===== src/rtl/msgirq_pkg.sv =====
// Shared types for the message interrupt pending tracker.
// Assumes the configuration byte layout below is fixed by software.
package msgirq_pkg;
    typedef struct packed {
        logic [5:0] prio;   // lower value = more urgent
        logic       rsvd;   // unused, read as stored
        logic       en;     // 1 = may be presented
    } cfg_byte_t;
endpackage


===== src/rtl/msgirq_cfg_table.sv =====
// Modelled configuration memory: one byte per interrupt, written only through
// the software port. Assumes the tracker consumes it read-only.
module msgirq_cfg_table
    import msgirq_pkg::*;
#(
    parameter int N   = 64,
    parameter int IDW = $clog2(N)
) (
    input  logic            clk,
    input  logic            rst_n,
    input  logic            we,
    input  logic [IDW-1:0]  waddr,
    input  logic [7:0]      wdata,
    output cfg_byte_t       cfg [N]
);
    cfg_byte_t mem [N];

    // Software byte writes; everything starts disabled.
    always_ff @(posedge clk) begin
        if (!rst_n) begin
            for (int i = 0; i < N; i++) mem[i] <= '0;
        end else if (we) begin
            mem[waddr] <= cfg_byte_t'(wdata);
        end
    end

    // Expose the whole table to the selector.
    always_comb begin
        for (int i = 0; i < N; i++) cfg[i] = mem[i];
    end
endmodule


===== src/rtl/msgirq_pend_table.sv =====
// Modelled pending memory of N*BANKS bits. The base value selects which N-bit
// region acts as the pending table. Assumes N and BANKS are powers of two.
// When a set and a clear hit the same bit in one cycle, the set wins.
module msgirq_pend_table #(
    parameter int N     = 64,
    parameter int BANKS = 2,
    parameter int IDW   = $clog2(N),
    parameter int BW    = $clog2(BANKS)
) (
    input  logic            clk,
    input  logic            rst_n,
    input  logic [BW-1:0]   base,
    input  logic            set_a_en,
    input  logic [IDW-1:0]  set_a_id,
    input  logic            set_b_en,
    input  logic [IDW-1:0]  set_b_id,
    input  logic            clr_en,
    input  logic [IDW-1:0]  clr_id,
    output logic [N-1:0]    window
);
    localparam int BITS = N * BANKS;
    localparam int AW   = BW + IDW;

    logic [BITS-1:0] bits_q;

    // Clear on acknowledge first, then apply the two set ports.
    always_ff @(posedge clk) begin
        if (!rst_n) begin
            bits_q <= '0;
        end else begin
            if (clr_en)   bits_q[{base, clr_id}]   <= 1'b0;
            if (set_a_en) bits_q[{base, set_a_id}] <= 1'b1;
            if (set_b_en) bits_q[{base, set_b_id}] <= 1'b1;
        end
    end

    // Read out the region that the base value selects.
    always_comb begin
        for (int i = 0; i < N; i++) begin
            window[i] = bits_q[{base, IDW'(i)}];
        end
    end

    // An overflow write must be visible in the table on the next cycle.
    assert_set_lands_R8: assert property (@(posedge clk) disable iff (!rst_n)
        set_a_en |=> bits_q[AW'($past({base, set_a_id}))]);
endmodule


===== src/rtl/msgirq_pend_cache.sv =====
// Small cache of pending interrupt numbers. It inserts into the lowest free
// slot, clears the slot that matches an acknowledge, and drains the lowest
// valid slot when a flush is requested. Assumes the caller inserts only when
// the cache is not full and never inserts a number that is already cached.
module msgirq_pend_cache #(
    parameter int N     = 64,
    parameter int DEPTH = 4,
    parameter int IDW   = $clog2(N)
) (
    input  logic            clk,
    input  logic            rst_n,
    input  logic            ins_en,
    input  logic [IDW-1:0]  ins_id,
    input  logic            clr_en,
    input  logic [IDW-1:0]  clr_id,
    input  logic            flush_en,
    output logic            flush_fire,
    output logic [IDW-1:0]  flush_id,
    output logic            full,
    output logic            empty,
    output logic [N-1:0]    hit_vec
);
    localparam int SW = (DEPTH > 1) ? $clog2(DEPTH) : 1;

    logic [DEPTH-1:0] valid_q;
    logic [IDW-1:0]   ids_q [DEPTH];
    logic [SW-1:0]    free_slot;
    logic [SW-1:0]    drain_slot;

    // Find the lowest free slot and the lowest occupied slot.
    always_comb begin
        free_slot  = '0;
        drain_slot = '0;
        for (int s = DEPTH - 1; s >= 0; s--) begin
            if (!valid_q[s]) free_slot  = SW'(s);
            if (valid_q[s])  drain_slot = SW'(s);
        end
    end

    assign full       = &valid_q;
    assign empty      = ~|valid_q;
    assign flush_fire = flush_en && !empty;
    assign flush_id   = ids_q[drain_slot];

    // Expand the cached numbers into a per-interrupt pending view.
    always_comb begin
        hit_vec = '0;
        for (int s = 0; s < DEPTH; s++) begin
            if (valid_q[s]) hit_vec[ids_q[s]] = 1'b1;
        end
    end

    // Slot updates: acknowledge clear, then drain, then insert.
    always_ff @(posedge clk) begin
        if (!rst_n) begin
            valid_q <= '0;
            for (int s = 0; s < DEPTH; s++) ids_q[s] <= '0;
        end else begin
            for (int s = 0; s < DEPTH; s++) begin
                if (clr_en && valid_q[s] && ids_q[s] == clr_id) valid_q[s] <= 1'b0;
            end
            if (flush_fire) valid_q[drain_slot] <= 1'b0;
            if (ins_en) begin
                valid_q[free_slot] <= 1'b1;
                ids_q[free_slot]   <= ins_id;
            end
        end
    end

    // The caller must never insert into a full cache.
    assert_insert_has_room_R8: assert property (@(posedge clk) disable iff (!rst_n)
        ins_en |-> !full);

    // A drain step without an insert or clear removes exactly one entry.
    assert_drain_step_R9: assert property (@(posedge clk) disable iff (!rst_n)
        (flush_fire && !ins_en && !clr_en) |=>
            $countones(valid_q) == $past($countones(valid_q)) - 1);
endmodule


===== src/rtl/msgirq_prio_select.sv =====
// Combinational selector. It picks the enabled pending interrupt with the
// lowest priority value, and the lowest number on a tie. Assumes the pending
// view already merges the cache and the table.
module msgirq_prio_select
    import msgirq_pkg::*;
#(
    parameter int N   = 64,
    parameter int IDW = $clog2(N)
) (
    input  logic [N-1:0]    pend,
    input  cfg_byte_t       cfg [N],
    output logic            found,
    output logic [IDW-1:0]  best_id,
    output logic [5:0]      best_prio
);
    // Ascending scan; only a strictly better priority replaces the holder.
    always_comb begin
        found     = 1'b0;
        best_id   = '0;
        best_prio = '1;
        for (int i = 0; i < N; i++) begin
            if (pend[i] && cfg[i].en && (!found || cfg[i].prio < best_prio)) begin
                found     = 1'b1;
                best_id   = IDW'(i);
                best_prio = cfg[i].prio;
            end
        end
    end
endmodule


===== src/rtl/msgirq_pend_tracker.sv =====
// Top of the message interrupt pending tracker. It accepts arrivals from the
// routing unit, keeps them in the cache or the pending table, presents the
// most urgent enabled one, clears it on acknowledge, and drains the cache on
// a low-power request. Assumes software changes the base only with an empty cache.
module msgirq_pend_tracker
    import msgirq_pkg::*;
#(
    parameter int N           = 64,
    parameter int CACHE_DEPTH = 4,
    parameter int BANKS       = 2,
    parameter int IDW         = $clog2(N),
    parameter int BW          = $clog2(BANKS)
) (
    input  logic            clk,
    input  logic            rst_n,
    input  logic            track_en,
    input  logic            in_valid,
    input  logic [IDW-1:0]  in_id,
    input  logic            cfg_we,
    input  logic [IDW-1:0]  cfg_addr,
    input  logic [7:0]      cfg_wdata,
    input  logic            base_we,
    input  logic [BW-1:0]   base_wdata,
    input  logic            lp_req,
    output logic            lp_ack,
    output logic            irq_valid,
    output logic [IDW-1:0]  irq_id,
    output logic [7:0]      irq_prio,
    input  logic            irq_ack
);
    cfg_byte_t       cfg [N];
    logic [BW-1:0]   base_q;
    logic [N-1:0]    window;
    logic [N-1:0]    hit_vec;
    logic [N-1:0]    pend_vec;
    logic            cache_full, cache_empty;
    logic            flush_fire;
    logic [IDW-1:0]  flush_id;
    logic            found;
    logic [IDW-1:0]  best_id;
    logic [5:0]      best_prio;
    logic            ack_fire, in_fire, already, new_arr, to_cache, to_table;

    // Pending-table base register.
    always_ff @(posedge clk) begin
        if (!rst_n)       base_q <= '0;
        else if (base_we) base_q <= base_wdata;
    end

    // Arrival steering: merge, cache, or overflow into the table.
    always_comb begin
        ack_fire = irq_ack && irq_valid;
        in_fire  = track_en && in_valid;
        already  = pend_vec[in_id] && !(ack_fire && irq_id == in_id);
        new_arr  = in_fire && !already;
        to_cache = new_arr && !cache_full && !lp_req;
        to_table = new_arr && !to_cache;
    end

    assign pend_vec = window | hit_vec;

    msgirq_cfg_table #(.N(N), .IDW(IDW)) u_cfg (
        .clk(clk), .rst_n(rst_n), .we(cfg_we), .waddr(cfg_addr),
        .wdata(cfg_wdata), .cfg(cfg)
    );

    msgirq_pend_table #(.N(N), .BANKS(BANKS), .IDW(IDW), .BW(BW)) u_table (
        .clk(clk), .rst_n(rst_n), .base(base_q),
        .set_a_en(to_table), .set_a_id(in_id),
        .set_b_en(flush_fire), .set_b_id(flush_id),
        .clr_en(ack_fire), .clr_id(irq_id),
        .window(window)
    );

    msgirq_pend_cache #(.N(N), .DEPTH(CACHE_DEPTH), .IDW(IDW)) u_cache (
        .clk(clk), .rst_n(rst_n),
        .ins_en(to_cache), .ins_id(in_id),
        .clr_en(ack_fire), .clr_id(irq_id),
        .flush_en(lp_req && !ack_fire),
        .flush_fire(flush_fire), .flush_id(flush_id),
        .full(cache_full), .empty(cache_empty),
        .hit_vec(hit_vec)
    );

    msgirq_prio_select #(.N(N), .IDW(IDW)) u_sel (
        .pend(pend_vec), .cfg(cfg),
        .found(found), .best_id(best_id), .best_prio(best_prio)
    );

    assign irq_valid = found;
    assign irq_id    = best_id;
    assign irq_prio  = {best_prio, 2'b00};
    assign lp_ack    = lp_req && cache_empty;

    // An acknowledge without a same-number arrival leaves the number idle.
    assert_ack_clears_R6: assert property (@(posedge clk) disable iff (!rst_n)
        (ack_fire && !(in_fire && in_id == irq_id) && !base_we) |=>
            !pend_vec[$past(irq_id)]);

    // With tracking off and no acknowledge, the pending state does not move.
    assert_disabled_ignored_R3: assert property (@(posedge clk) disable iff (!rst_n)
        (!track_en && !ack_fire && !base_we) |=> pend_vec == $past(pend_vec));

    // The selector must only offer interrupts whose enable bit is set.
    assert_present_enabled_R5: assert property (@(posedge clk) disable iff (!rst_n)
        irq_valid |-> cfg[irq_id].en);
endmodule


===== config.mk =====
export PLATFORM = sky130hd
export DESIGN_NAME = msgirq_pend_tracker
export DESIGN_NICKNAME = d
export VERILOG_FILES = /design/src/rtl/msgirq_pkg.sv /design/src/rtl/msgirq_cfg_table.sv /design/src/rtl/msgirq_pend_table.sv /design/src/rtl/msgirq_pend_cache.sv /design/src/rtl/msgirq_prio_select.sv /design/src/rtl/msgirq_pend_tracker.sv
export SDC_FILE = /design/constraint.sdc
export NUM_CORES = 2
export LEC_CHECK = 0
export ABC_AREA = 0
export BUFFER_PORTS_ARGS = -buffer_cell sky130_fd_sc_hd__buf_2
export CAP_MARGIN = 30
export CELL_PAD_IN_SITES_DETAIL_PLACEMENT = 1
export CELL_PAD_IN_SITES_GLOBAL_PLACEMENT = 1
export CORE_UTILIZATION = 40
export CTS_BUF_LIST = sky130_fd_sc_hd__clkbuf_8
export CTS_CLUSTER_SIZE = 24
export DETAILED_ROUTE_END_ITERATION = 6
export MAX_ROUTING_LAYER = met4
export PLACE_DENSITY = 0.78
export SLEW_MARGIN = 20
export SYNTH_ARGS = -nofsm -noshare
export SYNTH_HDL_FRONTEND = slang
export SYNTH_SLANG_ARGS = --single-unit

===== constraint.sdc =====
create_clock -name clk -period 165.5 [get_ports clk]
set_input_delay 16.55 -clock clk [delete_from_list [all_inputs] [get_ports clk]]
set_output_delay 16.55 -clock clk [all_outputs]
set_load 0.02 [all_outputs]

# --- After elaboration in Yosys (flattened, before gate mapping) ---
# Memory sizes are Yosys's and may differ from the RTL's.
# Index checks and enable logic that the tools add are counted.
totals:
  elab_cells: 839
  mem_bits_rw: 536
  ff_bits: 133
  output_inout_bits: 16
  n_memories: 2
op_classes:
  n_reduce_logical: 292
  n_bitwise: 11
  n_eq_ne: 5
  n_lt_le_gt_ge: 146
  mux: 380
mem_list:
  columns: ["name", "words", "width", "read_ports", "rd_ports_with_merged_regs", "write_ports", "line", "rtl"]
  rows:
  - ["u_cfg.mem", 64, 8, 64, 0, 64, "msgirq_cfg_table.sv:16", "cfg_byte_t mem [N];"]
  - ["u_cache.ids_q", 4, 6, 5, 0, 4, "msgirq_pend_cache.sv:26", "logic [IDW-1:0] ids_q [DEPTH];"]
op_table:
  columns: ["op", "count"]
  rows:
  - ["2-to-1 mux 128 bit", 5]
  - ["2-to-1 mux 6 bit", 98]
  - ["< comparator 7 x 8 -> 1 bit (second input constant)", 67]
  - ["< comparator 6 bit", 63]
  - ["2-to-1 mux 64 bit", 4]
  - ["bitwise OR 128 bit", 2]
  - ["bitwise OR 64 bit", 4]
  - ["2-to-1 mux 1 bit", 220]
  - ["logical AND 1 bit", 155]
  - ["bitwise AND 128 bit", 1]
  - ["NOT 128 bit", 1]
  - ["2-to-1 mux 5 bit", 16]
  - ["zero test 1 bit", 70]
  - ["logical OR 1 bit", 63]
  - ["2-to-1 mux 4 bit", 11]
  - ["< comparator 6 x 7 -> 1 bit (second input constant)", 5]
  - ["equality test 6 bit", 5]
  - ["demux 1 bit (select 6 bit)", 4]
  - ["greater-or-equal comparator 6 x 1 -> 1 bit (second input constant)", 4]
  - ["2-to-1 mux 2 bit", 11]
  - ["demux 1 bit (select 7 bit)", 3]
  - ["greater-or-equal comparator 7 x 1 -> 1 bit (second input constant)", 3]
  - ["2-to-1 mux 3 bit", 4]
  - ["2-to-1 mux 8 bit", 1]
  - ["11 further kinds", 14]

# --- Depth between registers and ports, before layout ---
# An unclocked memory read counts as a cell.
depth:
  ltp_word: 281
  depth_mapped: 629
  mapped_depth_nobuf: 591

# --- Cells and area by module ---
# A second synthesis with hierarchy kept.
unflattened:
  hier_cells: 5670
  area_unflattened_um2: 52332.7
by_module_without_submodules:
  columns: ["mod", "cells_per_inst", "seq_area_each_um2", "n_inst", "area_each_um2"]
  rows:
  - ["msgirq_cfg_table", 1376, 15374.7, 1, 20564.7]
  - ["msgirq_prio_select", 2910, 0.0, 1, 19602.6]
  - ["msgirq_pend_table", 750, 2562.5, 1, 7260.7]
  - ["msgirq_pend_cache", 466, 800.8, 1, 3671.0]
  - ["msgirq_pend_tracker", 168, 20.0, 1, 1233.7]

# --- Least setup slack after synthesis ---
# OpenSTA, ideal clock, no wires.
synth_path:
  kind: "register -> output"
  startpoint: "memory u_cache.ids_q[3][5] (netlist name)"
  endpoint: "output irq_prio[2]"
  path_slack_ps: 46838
  t_arrival_ps: 102112
  path_stages_with_launch: 574
  n_path_buf: 37
  cell_sequence: "edfxtp_1 or4b_4 nor4_4 a21o_2 o21ai_2 nor2_1 ha_1 a21o_1 a21oi_1 o41a_1 a41oi_1 o22ai_1 a21oi_1 nor2_1 a21oi_1 inv_1 ha_1 or2_0 (+538 left out) ha_1 a21o_1 a21o_1 a21o_1 a21oi_1 o21ai_0 mux2_2 ha_1 a21o_1 a21o_1 a21oi_1 a21oi_1 a21boi_0 a311o_1 buf_6 buf_8 clkbuf_1 o21ai_0"
synth_lines:
  columns: ["item", "line", "rtl"]
  rows:
  - ["start: declaration", "msgirq_pend_cache.sv:26", null]
  - ["end: declaration", "msgirq_pend_tracker.sv:28", "output logic [7:0] irq_prio,"]

==> impl_metrics.yaml <==
outcome:
  outcome: "complete, no violations"
placed_design:
  dp_slack_ns: 25.34
  placedCellCount: 7225
  gp_congestion: 1.00
  port_buffers: 41
  place_hpwl_um: 140000
routing:
  vias: 48000
  drc: 0
  postRouteAntennaNets: 0
  drt_iter0_markers: 4386
  routedWlPerCell_um: 25.7
  viasPerCell: 6.41
  wirelength_um: 192000
  drt_pre_antenna_iters: 6
power_and_ir_drop:
  p_total_uw: 391
  p_leak_nw: 20.7
  p_per_area_mw_per_mm2: 7.12
  max-vdd-ir-drop_uv: 6.13
global_route:
  grtUsageTotal: 0.293
  grt_max_degree: 83
  grt_use_met1: 0.388
  grt-busiest-layer: "met2"
  antenna_found_initial: 18
  overflow: 0
  gr-usage-met3: 0.0530
  met2_usage: 0.449
  grt_pass1_vias: 47500
  grt_pass1_wl_um: 290000
floorplan:
  core_area_mm2: 0.128
  io-pin-count: 45
  initial_core_util: 0.403
  num_rows: 131
  dieArea_mm2: 0.130
  die_h_um: 360
  chipWidth_um: 360
layout:
  fillers: 14900
  final_common_cell: "nor2_1"
  final_core_util: 0.431
  drive_above_1_share: 0.150
  final_cell_mix: "nor2_1 (579), nand2_1 (481), and2_1 (478)"
  nets: 5940
  final_cells: 7483
  syn2layout_area_growth_pct: 6.97
critical_path:
  rr_worst_depth: 546
  cp-startpoint: "u_cache.ids_q[0][3]"
  critical_path_arrival_ns: 126.59
  worst-path-buf-inv: 22
  cp_slowest_cell: "edfxtp_1"
  required_ns: 148.95
  cp.depth: 542
  rrSetupSlack_ns: 37.64
  r2r-end: "u_table.bits_q[119]"
  cpMostUsedCell: "ha_1"
  worstSetupEndpoint: "irq_id[2]"
  worstPathMaxFanout: 17
  timing.rr.start: "u_cache.ids_q[0][3]"
  slowest_delay_ns: 0.89
  crit_type: "flip-flop to output pin"
  cpLargestDelayFamily: "compound AO/OA/AOI/OAI gates"
  cp-end-kind: "output pin"
  worstSetupStartpointType: "flip-flop"
synth:
  netlist_area_mm2: 0.0514
  synth_top_family_by_area: "compound AO/OA/AOI/OAI gates"
  synth-edff-count: 472
  synth-compound-area-share: 0.282
  ys_types: 198
  ys_top_cells_by_area: "edfxtp_1 (28%), and2_1 (5.8%), dfxtp_1 (5.2%)"
  yosys_warnings: 0
  synth_top_cell_area_share: 0.276
  synth-simple-area-share: 0.226
  synth_flop_cell: "edfxtp_1"
  synthAdderAreaFrac: 0.0491
  synth_largest_area_cell: "edfxtp_1"
  synthMuxAreaShare: 0.0437
  async_flop_share: 0
  synth_seq_cells: 605
  syn_area_per_cell_um2: 8.92
  synth_cells: 5758
  ys_seq_area_frac: 0.328
  synthXorXnorAreaFrac: 0.0136
cts:
  tritoncts: "done"
  cts_resized: 0
  path_clk_slew_ns: 0.07
  cts_num_sinks: 605
  h-tree-depth: 3
  cts_hold_buf: 0
  root_buffer: "clkbuf_8"
  clockBufferDepth: 3
  worstSkewPairLatency_ns: 0.83
  numCtsBuffers: 108
  cts_setup_buffers: 0
timing:
  rsz0062_at_grt: "false"
  fmax_ghz: 0.00699
  period_needed_ns: 143.14
  relSlewSlack: 0.195
  tightest_slew_ns: 1.20
  setup_viol: 0
  setup_slack_ns: 22.36
  finClkSkew_ns: 0.0501
  fin_setup_tns_ns: 0
  slew_violations: 0
  final_hold_viol_count: 0
  finalCritPeriodShare: 0.865
job:
  max_cap_violations: 0
min_path:
  holdPathStages: 2
  hold_path_class: "flip-flop to flip-flop"
[synth_stat cells, types with 47 or more instances]
master	n
o21ai_0	451
nand2_1	482
a211oi_1	75
or2_2	47
o22ai_1	83
o41ai_2	58
nand3_1	125
nor2_1	582
o211ai_1	52
ha_1	195
dfxtp_1	133
a31oi_1	70
a21oi_1	292
inv_1	205
nor3_1	114
xnor2_1	47
a21boi_0	66
and2_1	478
clkbuf_1	160
edfxtp_1	472
mux2i_1	133
o41ai_1	109
[how the worst min path moves through the flow]
stage | from | to | slack, ns
2_1_floorplan | u_table.bits_q[95] | u_table.bits_q[95] | 0.45
3_3_place_gp | u_table.bits_q[95] | u_table.bits_q[95] | 0.46
3_5_place_dp | u_table.bits_q[95] | u_table.bits_q[95] | 0.48
4_1_cts | u_table.bits_q[95] | u_table.bits_q[95] | 0.49
5_1_grt | u_table.bits_q[41] | u_table.bits_q[41] | 0.53
6_report | u_table.bits_q[95] | u_table.bits_q[95] | 0.50
[through the flow]
stage | instance area (um^2) | hold WS (ns)
after global routing | 54900 | 0.535
final | 54900 | 0.497
after CTS | 54600 | 0.492
after global placement | 52000 | 0.462
after floorplan | 51400 | 0.447
after detailed placement | 52200 | 0.477
[where the power goes]
part / internal (mW) / total (mW) / leakage (nW) / switching (mW)
Sequential: 0.170 / 0.178 / 5.57 / 0.00761
Clock: 0.0895 / 0.162 / 1.35 / 0.0721
Combinational: 0.0165 / 0.0519 / 13.8 / 0.0354
Total: 0.276 / 0.391 / 20.7 / 0.115
[state kept, by name (all words and copies together) (netlist names)]
name	cells
base_q	1
u_cache.ids_q	24
u_cache.valid_q	4
u_cfg.mem	448
u_table.bits_q	128
[logic make-up (layout without fill, tap and decap cells)]
family	Yosys count	count (layout)
AOI/OAI and AO/OA	1918	1918
xor gates and xnor gates	78	78
adders and majority gates	203	203
buffers and inverters	518	567
DFF	605	605
muxes	201	201
other	1	15
and+or+nand+nor	2234	2234
[metal layers]
metal,part of all wire,vias to the layer above
li1,-,21700
met1,0.43,24000
met2,0.45,1864
met3,0.084,379
met4,0.031,0
met5,0,-
[worst reg2reg max path: cells and delay by family (launching register included)]
kind                     cells  cell delay [ns]
AO/OA/AOI/OAI              275            67.62
AND/OR/NAND/NOR            153            29.09
adder cells (fa/ha/maj)     70            20.65
multiplexers                25             6.70
buffers and inverters       22             2.61
flip-flops                   1             0.89
XOR/XNOR                     1             0.20
[cell type report]
class / count / area, um^2 / area share
clock buffers: 115 / 1580 / 0.0288
clock inverters: 87 / 808 / 0.0147
well taps: 1662 / 2080 / 0.0378
multi-input cells: 4636 / 31700 / 0.576
flip-flops and latches: 605 / 16800 / 0.306
diodes: 13 / 32.5 / 0.000592
inverters: 209 / 785 / 0.0143
repair buffers: 156 / 1150 / 0.0210
(Power assumes the default switching activity.)
